**src/rtl/sram_ctl_pkg.sv**
```systemverilog
package sram_ctl_pkg;

    typedef enum logic [3:0] {
        ST_STARTUP,
        ST_IDLE,
        ST_RD_SETUP,
        ST_RD_WAIT,
        ST_RD_DONE,
        ST_WR_SETUP,
        ST_WR_PULSE,
        ST_WR_RECOVER,
        ST_TURNAROUND
    } ctl_state_e;

    typedef struct packed {
        logic ce_n;
        logic we_n;
        logic oe_n;
        logic dq_oe;
    } strobe_t;

    localparam strobe_t STB_OFF = '{ce_n: 1'b1, we_n: 1'b1, oe_n: 1'b1, dq_oe: 1'b0};

    function automatic int ns2cyc(input int ns, input int clk_ns);
        int c;
        c = (ns + clk_ns - 1) / clk_ns;
        return (c < 1) ? 1 : c;
    endfunction

    function automatic int imax(input int a, input int b);
        return (a > b) ? a : b;
    endfunction

endpackage

```
**src/rtl/sram_ctl_startup.sv**
```systemverilog
module sram_ctl_startup #(
    parameter int N = 10000
) (
    input  logic clk,
    input  logic rst,
    output logic done
);
    localparam int CW = (N > 1) ? $clog2(N) : 1;

    logic [CW-1:0] cnt;

    always_ff @(posedge clk) begin
        if (rst)
            cnt <= CW'(N - 1);
        else if (cnt != '0)
            cnt <= cnt - 1'b1;
    end

    assign done = (cnt == '0);
endmodule

```
**src/rtl/sram_ctl_timer.sv**
```systemverilog
module sram_ctl_timer #(
    parameter int W = 2
) (
    input  logic         clk,
    input  logic         rst,
    input  logic         load,
    input  logic [W-1:0] load_val,
    output logic         done
);
    logic [W-1:0] cnt;

    always_ff @(posedge clk) begin
        if (rst)
            cnt <= '0;
        else if (load)
            cnt <= load_val;
        else if (cnt != '0)
            cnt <= cnt - 1'b1;
    end

    assign done = (cnt == '0);
endmodule

```
**src/rtl/sram_ctl_lane.sv**
```systemverilog
module sram_ctl_lane #(
    parameter int LANE_W = 8
) (
    input  logic              clk,
    input  logic              rst,
    input  logic              cap,
    input  logic              en,
    input  logic [LANE_W-1:0] din,
    output logic [LANE_W-1:0] q
);
    always_ff @(posedge clk) begin
        if (rst)
            q <= '0;
        else if (cap)
            q <= en ? din : '0;
    end
endmodule

```
**src/rtl/sram_ctl.sv**
```systemverilog
module sram_ctl
    import sram_ctl_pkg::*;
#(
    parameter int CLK_NS     = 20,
    parameter int ADDR_W     = 18,
    parameter int DATA_W     = 16,
    parameter int LANE_W     = 8,
    parameter int T_AA_NS    = 45,
    parameter int T_DOE_NS   = 22,
    parameter int T_RC_NS    = 45,
    parameter int T_PWE_NS   = 35,
    parameter int T_AW_NS    = 35,
    parameter int T_SD_NS    = 25,
    parameter int T_WC_NS    = 45,
    parameter int T_HZ_NS    = 18,
    parameter int T_PWRUP_NS = 200000,
    localparam int LANES     = DATA_W / LANE_W
) (
    input  logic              clk,
    input  logic              rst,
    input  logic              req_valid,
    input  logic              req_write,
    input  logic [ADDR_W-1:0] req_addr,
    input  logic [DATA_W-1:0] req_wdata,
    input  logic [LANES-1:0]  req_mask,
    output logic              req_ready,
    output logic [DATA_W-1:0] rd_data,
    output logic [ADDR_W-1:0] mem_addr,
    output logic              mem_ce_n,
    output logic              mem_we_n,
    output logic              mem_oe_n,
    output logic [LANES-1:0]  mem_be_n,
    output logic [DATA_W-1:0] mem_dq_out,
    output logic              mem_dq_oe,
    input  logic [DATA_W-1:0] mem_dq_in
);
    // Cycles with output gate low before capture; address has one extra cycle.
    localparam int N_RDW = imax(imax(ns2cyc(T_AA_NS, CLK_NS) - 1, ns2cyc(T_DOE_NS, CLK_NS)),
                                imax(ns2cyc(T_RC_NS, CLK_NS) - 1, 1));
    // Cycles of write strobe low; address/data/enables lead it by one cycle.
    localparam int N_PW  = imax(imax(ns2cyc(T_PWE_NS, CLK_NS), ns2cyc(T_AW_NS, CLK_NS) - 1),
                                imax(ns2cyc(T_SD_NS, CLK_NS) - 1, ns2cyc(T_WC_NS, CLK_NS) - 2));
    localparam int N_HZ    = ns2cyc(T_HZ_NS, CLK_NS);
    localparam int N_START = ns2cyc(T_PWRUP_NS, CLK_NS);
    localparam int T_MAX   = imax(imax(N_RDW, N_PW), N_HZ);
    localparam int TW      = (T_MAX > 1) ? $clog2(T_MAX) : 1;

    ctl_state_e        state;
    strobe_t           stb;
    logic              t_load;
    logic [TW-1:0]     t_val;
    logic              t_done;
    logic              st_done;
    logic              cap;

    assign mem_ce_n  = stb.ce_n;
    assign mem_we_n  = stb.we_n;
    assign mem_oe_n  = stb.oe_n;
    assign mem_dq_oe = stb.dq_oe;

    sram_ctl_startup #(.N(N_START)) u_startup (
        .clk  (clk),
        .rst  (rst),
        .done (st_done)
    );

    always_comb begin
        t_load = 1'b0;
        t_val  = '0;
        case (state)
            ST_RD_SETUP: begin t_load = 1'b1; t_val = TW'(N_RDW - 1); end
            ST_WR_SETUP: begin t_load = 1'b1; t_val = TW'(N_PW - 1);  end
            ST_RD_DONE:  begin t_load = 1'b1; t_val = TW'(N_HZ - 1);  end
            default: ;
        endcase
    end

    sram_ctl_timer #(.W(TW)) u_timer (
        .clk      (clk),
        .rst      (rst),
        .load     (t_load),
        .load_val (t_val),
        .done     (t_done)
    );

    assign cap = (state == ST_RD_WAIT) && t_done;

    for (genvar g = 0; g < LANES; g++) begin : g_lane
        sram_ctl_lane #(.LANE_W(LANE_W)) u_lane (
            .clk (clk),
            .rst (rst),
            .cap (cap),
            .en  (~mem_be_n[g]),
            .din (mem_dq_in[g*LANE_W +: LANE_W]),
            .q   (rd_data[g*LANE_W +: LANE_W])
        );
    end

    always_ff @(posedge clk) begin
        if (rst) begin
            state      <= ST_STARTUP;
            stb        <= STB_OFF;
            mem_addr   <= '0;
            mem_be_n   <= '1;
            mem_dq_out <= '0;
            req_ready  <= 1'b0;
        end else begin
            req_ready <= 1'b0;
            case (state)
                ST_STARTUP: begin
                    if (st_done)
                        state <= ST_IDLE;
                end
                ST_IDLE: begin
                    stb <= STB_OFF;
                    if (req_valid) begin
                        if (req_mask == '0) begin
                            req_ready <= 1'b1;
                        end else begin
                            mem_addr <= req_addr;
                            mem_be_n <= ~req_mask;
                            stb.ce_n <= 1'b0;
                            if (req_write) begin
                                mem_dq_out <= req_wdata;
                                stb.dq_oe  <= 1'b1;
                                state      <= ST_WR_SETUP;
                            end else begin
                                state <= ST_RD_SETUP;
                            end
                        end
                    end
                end
                ST_RD_SETUP: begin
                    stb.oe_n <= 1'b0;
                    state    <= ST_RD_WAIT;
                end
                ST_RD_WAIT: begin
                    if (t_done) begin
                        stb      <= STB_OFF;
                        mem_be_n <= '1;
                        state    <= ST_RD_DONE;
                    end
                end
                ST_RD_DONE: begin
                    state <= ST_TURNAROUND;
                end
                ST_TURNAROUND: begin
                    if (t_done) begin
                        req_ready <= 1'b1;
                        state     <= ST_IDLE;
                    end
                end
                ST_WR_SETUP: begin
                    stb.we_n <= 1'b0;
                    state    <= ST_WR_PULSE;
                end
                ST_WR_PULSE: begin
                    if (t_done) begin
                        stb.we_n <= 1'b1;
                        state    <= ST_WR_RECOVER;
                    end
                end
                ST_WR_RECOVER: begin
                    stb       <= STB_OFF;
                    mem_be_n  <= '1;
                    req_ready <= 1'b1;
                    state     <= ST_IDLE;
                end
                default: begin
                    stb   <= STB_OFF;
                    state <= ST_IDLE;
                end
            endcase
        end
    end
endmodule

```
**config.mk**
```make
export PLATFORM = sky130hd
export DESIGN_NAME = sram_ctl
export DESIGN_NICKNAME = d
export VERILOG_FILES = /design/src/rtl/sram_ctl_pkg.sv /design/src/rtl/sram_ctl_startup.sv /design/src/rtl/sram_ctl_timer.sv /design/src/rtl/sram_ctl_lane.sv /design/src/rtl/sram_ctl.sv
export SDC_FILE = /design/constraint.sdc
export NUM_CORES = 1
export LEC_CHECK = 0
export ABC_AREA = 1
export CORE_MARGIN = 2
export CORE_UTILIZATION = 41
export DETAILED_ROUTE_END_ITERATION = 6
export GPL_TIMING_DRIVEN = 0
export PLACE_DENSITY = 0.81
export SETUP_SLACK_MARGIN = 0.5
export SLEW_MARGIN = 0
export SYNTH_ARGS = -nofsm -noshare
export SYNTH_HDL_FRONTEND = slang
export SYNTH_HIERARCHICAL = 1
export SYNTH_SLANG_ARGS = --single-unit
```
**constraint.sdc**
```tcl
create_clock -name clk -period 1.5 [get_ports clk]
set_input_delay 0.3 -clock clk [delete_from_list [all_inputs] [get_ports clk]]
set_output_delay 0.3 -clock clk [all_outputs]
set_load 0.005 [all_outputs]
```
==> results.toml <==
[outcome]
status = "finished, violations left"
violations_in_the_final_reports = "setup timing"

[timing]
setup_viol_count_final = 25
fin_worst_skew_ns = 0.0125
max_slew_margin_pct = 67.1
worstMarginPinSlew_ns = 0.493
setup_ws_ns = -0.166
setup_repair_after_global_routing_missed_its_margin = "true"
final_min_period_over_clock_period_pct = 111
fmaxAchievable_mhz = 600
timing_max_transition_violations_final = 0
final-hold-violation-count = 0
min_period_ns = 1.67

[finish]
mostFrequentLayoutCell = "sky130_fd_sc_hd__dfxtp_2"
synthToLayoutAreaGrowth_pct = 91.0
area.sequential_um2 = 1620
drive_above_1_share_pct = 59.3
multi_input_area_um2 = 2220
layout.cells.most_common_list = "63 x sky130_fd_sc_hd__dfxtp_2, 58 x sky130_fd_sc_hd__buf_4, 52 x sky130_fd_sc_hd__buf_6, 51 x sky130_fd_sc_hd__nor2_1, 51 x sky130_fd_sc_hd__clkdlybuf4s50_1"
final_nets = 708
finish.cell_count_without_fillers = 756
fillCellCount = 414
inserted_diodes = 0

[place]
dpl.cell_count = 658
post_placement_worst_setup_slack_ns = -0.617
place.port_buffers = 112
gp_congestion = 0.834
dp_hpwl_mm = 6.25

[route]
firstDrtPassIters = 5
post-route-drc-count = 0
drt_via_density = 5.43
postRouteAntennaNets = 0
drt_iter0_drc = 222
num_vias = 4107
dr_wl_cell_um = 18.8
postRouteWirelength_mm = 14.2

[worst_setup_path]
worst-endpoint-required_ns = 1.75
timing.critical_path.arrival_ns = 1.92
timing.critical_path.from_type = "register"
criticalPathCategory = "register to register"
worst_path_maximum_fanout = 5
critical_path.endpoint_type = "register"

[global_route]
grt_antenna_before_repair = 0
grt_start_max_net_pins = 14
via_count_of_the_first_global_routing_pass = 3934
grt-ovfl-total = 0
wire_length_of_the_first_global_routing_pass_mm = 18.4
gr-usage-all-layers_pct = 26.3

[logic_synthesis]
synth.cell_area_um2 = 3290
synth_compound_area_share_pct = 11.0
synthesis.yosys.warnings = 6
simple_gate_area_share_of_the_yosys_netlist_pct = 33.6
postSynthRegisterBits = 76
ys_seq_area_share_pct = 46.2
ys_types = 34
xor_xnor_share_of_the_synthesized_area_pct = 0.798
combinational_family_with_the_most_area_after_synthesis = "simple AND/OR/NAND/NOR gates"
postSynthCellCount = 444
synthAdderAreaFrac_pct = 0.380
synth_mux_area_share_pct = 0
synthesis.area_per_instance_um2 = 7.42
postSynthNetCount = 501

[clock_tree]
h_tree_lvls = 3
clock_sinks = 76
worst_skew_pair.late_latency_ns = 0.36
clock_path_buffers = 2
cts_root_buf = "sky130_fd_sc_hd__clkbuf_8"
cts_buffers = 9
clkTransAtPathRegs_ns = 0.08
tritoncts = "done"
postCtsHoldBufs = 0

[pwr]
cellPowerDensity_nw_per_um2 = 1150
ir_worst_vdd_uv = 634
total_leakage_power_nw = 2.75

[floorplan]
die-area_um2 = 8770
floorplan.initialDensity_pct = 42.4
placementRows = 32
pin_count = 113
dieWidth_um = 93.6
die_height_um = 93.6
fp.coreArea_um2 = 7770

[run]
timing.max_cap.violations = 0

[min_path]
hold_path_class = "primary input to register"
==> worst max-delay path, stage by stage (launching register included) <==
cell                       delay, ns
sky130_fd_sc_hd__dfxtp_1        0.35
sky130_fd_sc_hd__nor2_2         0.16
sky130_fd_sc_hd__nand2_2        0.10
sky130_fd_sc_hd__nor2_4         0.15
sky130_fd_sc_hd__nand2_4        0.07
sky130_fd_sc_hd__clkinv_2       0.05
sky130_fd_sc_hd__nand3b_1       0.14
sky130_fd_sc_hd__nand3_2        0.12
sky130_fd_sc_hd__nor2_4         0.17
sky130_fd_sc_hd__nand2_1        0.10
sky130_fd_sc_hd__nand2_1        0.10
sky130_fd_sc_hd__nor2_1         0.06
==> cell families (layout without fill, tap and decap cells) <==
group,count (synthesis),after routing
buf+inv,51,261
flops,76,76
fa+ha+maj,1,1
compound gates,69,69
xor+xnor,3,3
simple gates,244,244
==> worst paths after layout <==
check	start	end	slack, ns	cells past startpoint
max	u_startup/cnt[10]	state[1]	-0.17	11
min	rst	mem_dq_oe	0.45	2
max reg2reg	u_startup/cnt[10]	state[1]	-0.17	11
min reg2reg	mem_addr[8]	mem_addr[8]	0.46	2
==> registers in the layout (all words and copies together) (netlist names), 2 cells and up <==
| register | flops |
|---|---|
| mem_addr | 18 |
| g_lane.u_lane/q | 16 |
| mem_dq_out | 16 |
| u_startup/cnt | 14 |
| state | 4 |
| mem_be_n | 2 |
==> timing repair <==
| action | in CTS | in global routing |
|---|---|---|
| gates cloned | 5 | 2 |
| resized for setup | 394 | 163 |
| endpoints found under the setup margin | 133 | 133 |
| buffers inserted | 45 | 32 |
| pin swaps | 43 | 45 |
==> cell usage after synthesis <==
cell	instances	area, µm²
sky130_fd_sc_hd__nand4_1	3	18.8
sky130_fd_sc_hd__buf_6	5	56.3
sky130_fd_sc_hd__o211ai_1	1	7.51
sky130_fd_sc_hd__o21ai_1	1	5.00
sky130_fd_sc_hd__o211ai_2	1	12.5
sky130_fd_sc_hd__nor2_8	2	40.0
sky130_fd_sc_hd__a21oi_2	1	8.76
sky130_fd_sc_hd__nor2_1	97	364
sky130_fd_sc_hd__buf_1	2	7.51
sky130_fd_sc_hd__nand2_2	4	25.0
sky130_fd_sc_hd__inv_2	2	7.51
sky130_fd_sc_hd__nand3b_1	3	22.5
sky130_fd_sc_hd__a21oi_1	24	120
sky130_fd_sc_hd__nor2_4	4	45.0
sky130_fd_sc_hd__clkinv_4	1	8.76
sky130_fd_sc_hd__dfxtp_1	76	1520
sky130_fd_sc_hd__inv_1	29	109
sky130_fd_sc_hd__xor2_1	2	17.5
sky130_fd_sc_hd__clkinv_1	2	7.51
sky130_fd_sc_hd__inv_6	1	8.76
sky130_fd_sc_hd__ha_1	1	12.5
sky130_fd_sc_hd__and2_1	1	6.26
sky130_fd_sc_hd__o21ai_0	40	200
sky130_fd_sc_hd__clkbuf_1	5	18.8
sky130_fd_sc_hd__nand2_1	76	285
sky130_fd_sc_hd__clkbuf_2	2	10.0
sky130_fd_sc_hd__nor2_2	5	31.3
sky130_fd_sc_hd__nand3_2	1	10.0
sky130_fd_sc_hd__buf_8	2	30.0
sky130_fd_sc_hd__nand2_4	3	33.8
sky130_fd_sc_hd__o21ai_2	1	8.76
sky130_fd_sc_hd__nand3_1	43	215
sky130_fd_sc_hd__xnor2_1	1	8.76
sky130_fd_sc_hd__nor3_1	2	10.0
==> power by group <==
part	total, mW	internal [mW]	switching, mW
Combinational	3.33	1.60	1.73
Sequential	2.52	2.31	0.214
Clock	1.37	0.627	0.745
Total	7.23	4.53	2.69
==> cell type report <==
cell class / count / area share, %
Inverter: 35 / 2.86
Sequential cell: 76 / 25.7
Timing Repair Buffer: 196 / 29.2
Tap cell: 102 / 2.03
Clock buffer: 12 / 2.31
Buffer: 16 / 2.41
Clock inverter: 2 / 0.199
Multi-Input combinational cell: 317 / 35.3
==> layer usage <==
layer  vias up  global-route usage [%]  wire length (µm)
li1       1850                       -                 -
met1      1955                    28.4              5180
met2       226                    49.2              7470
met3        76                    5.24               853
met4         0                    11.6               741
met5         -                       0                 0
==> through the flow <==
stage	area, µm²	setup TNS (ns)	hold slack [ns]	power (mW)	utilization, %
after CTS	5410	0	0.421	6.17	69.6
after floorplan	3380	0	0.359	3.46	-
final	6290	-0.793	0.447	7.23	81.0
after detailed placement	4630	-28.41	0.445	4.21	59.6
after global routing	6290	-2.40	0.472	7.50	81.0
after global placement	4630	-27.82	0.443	4.15	59.6
(Power assumes the default switching activity.)
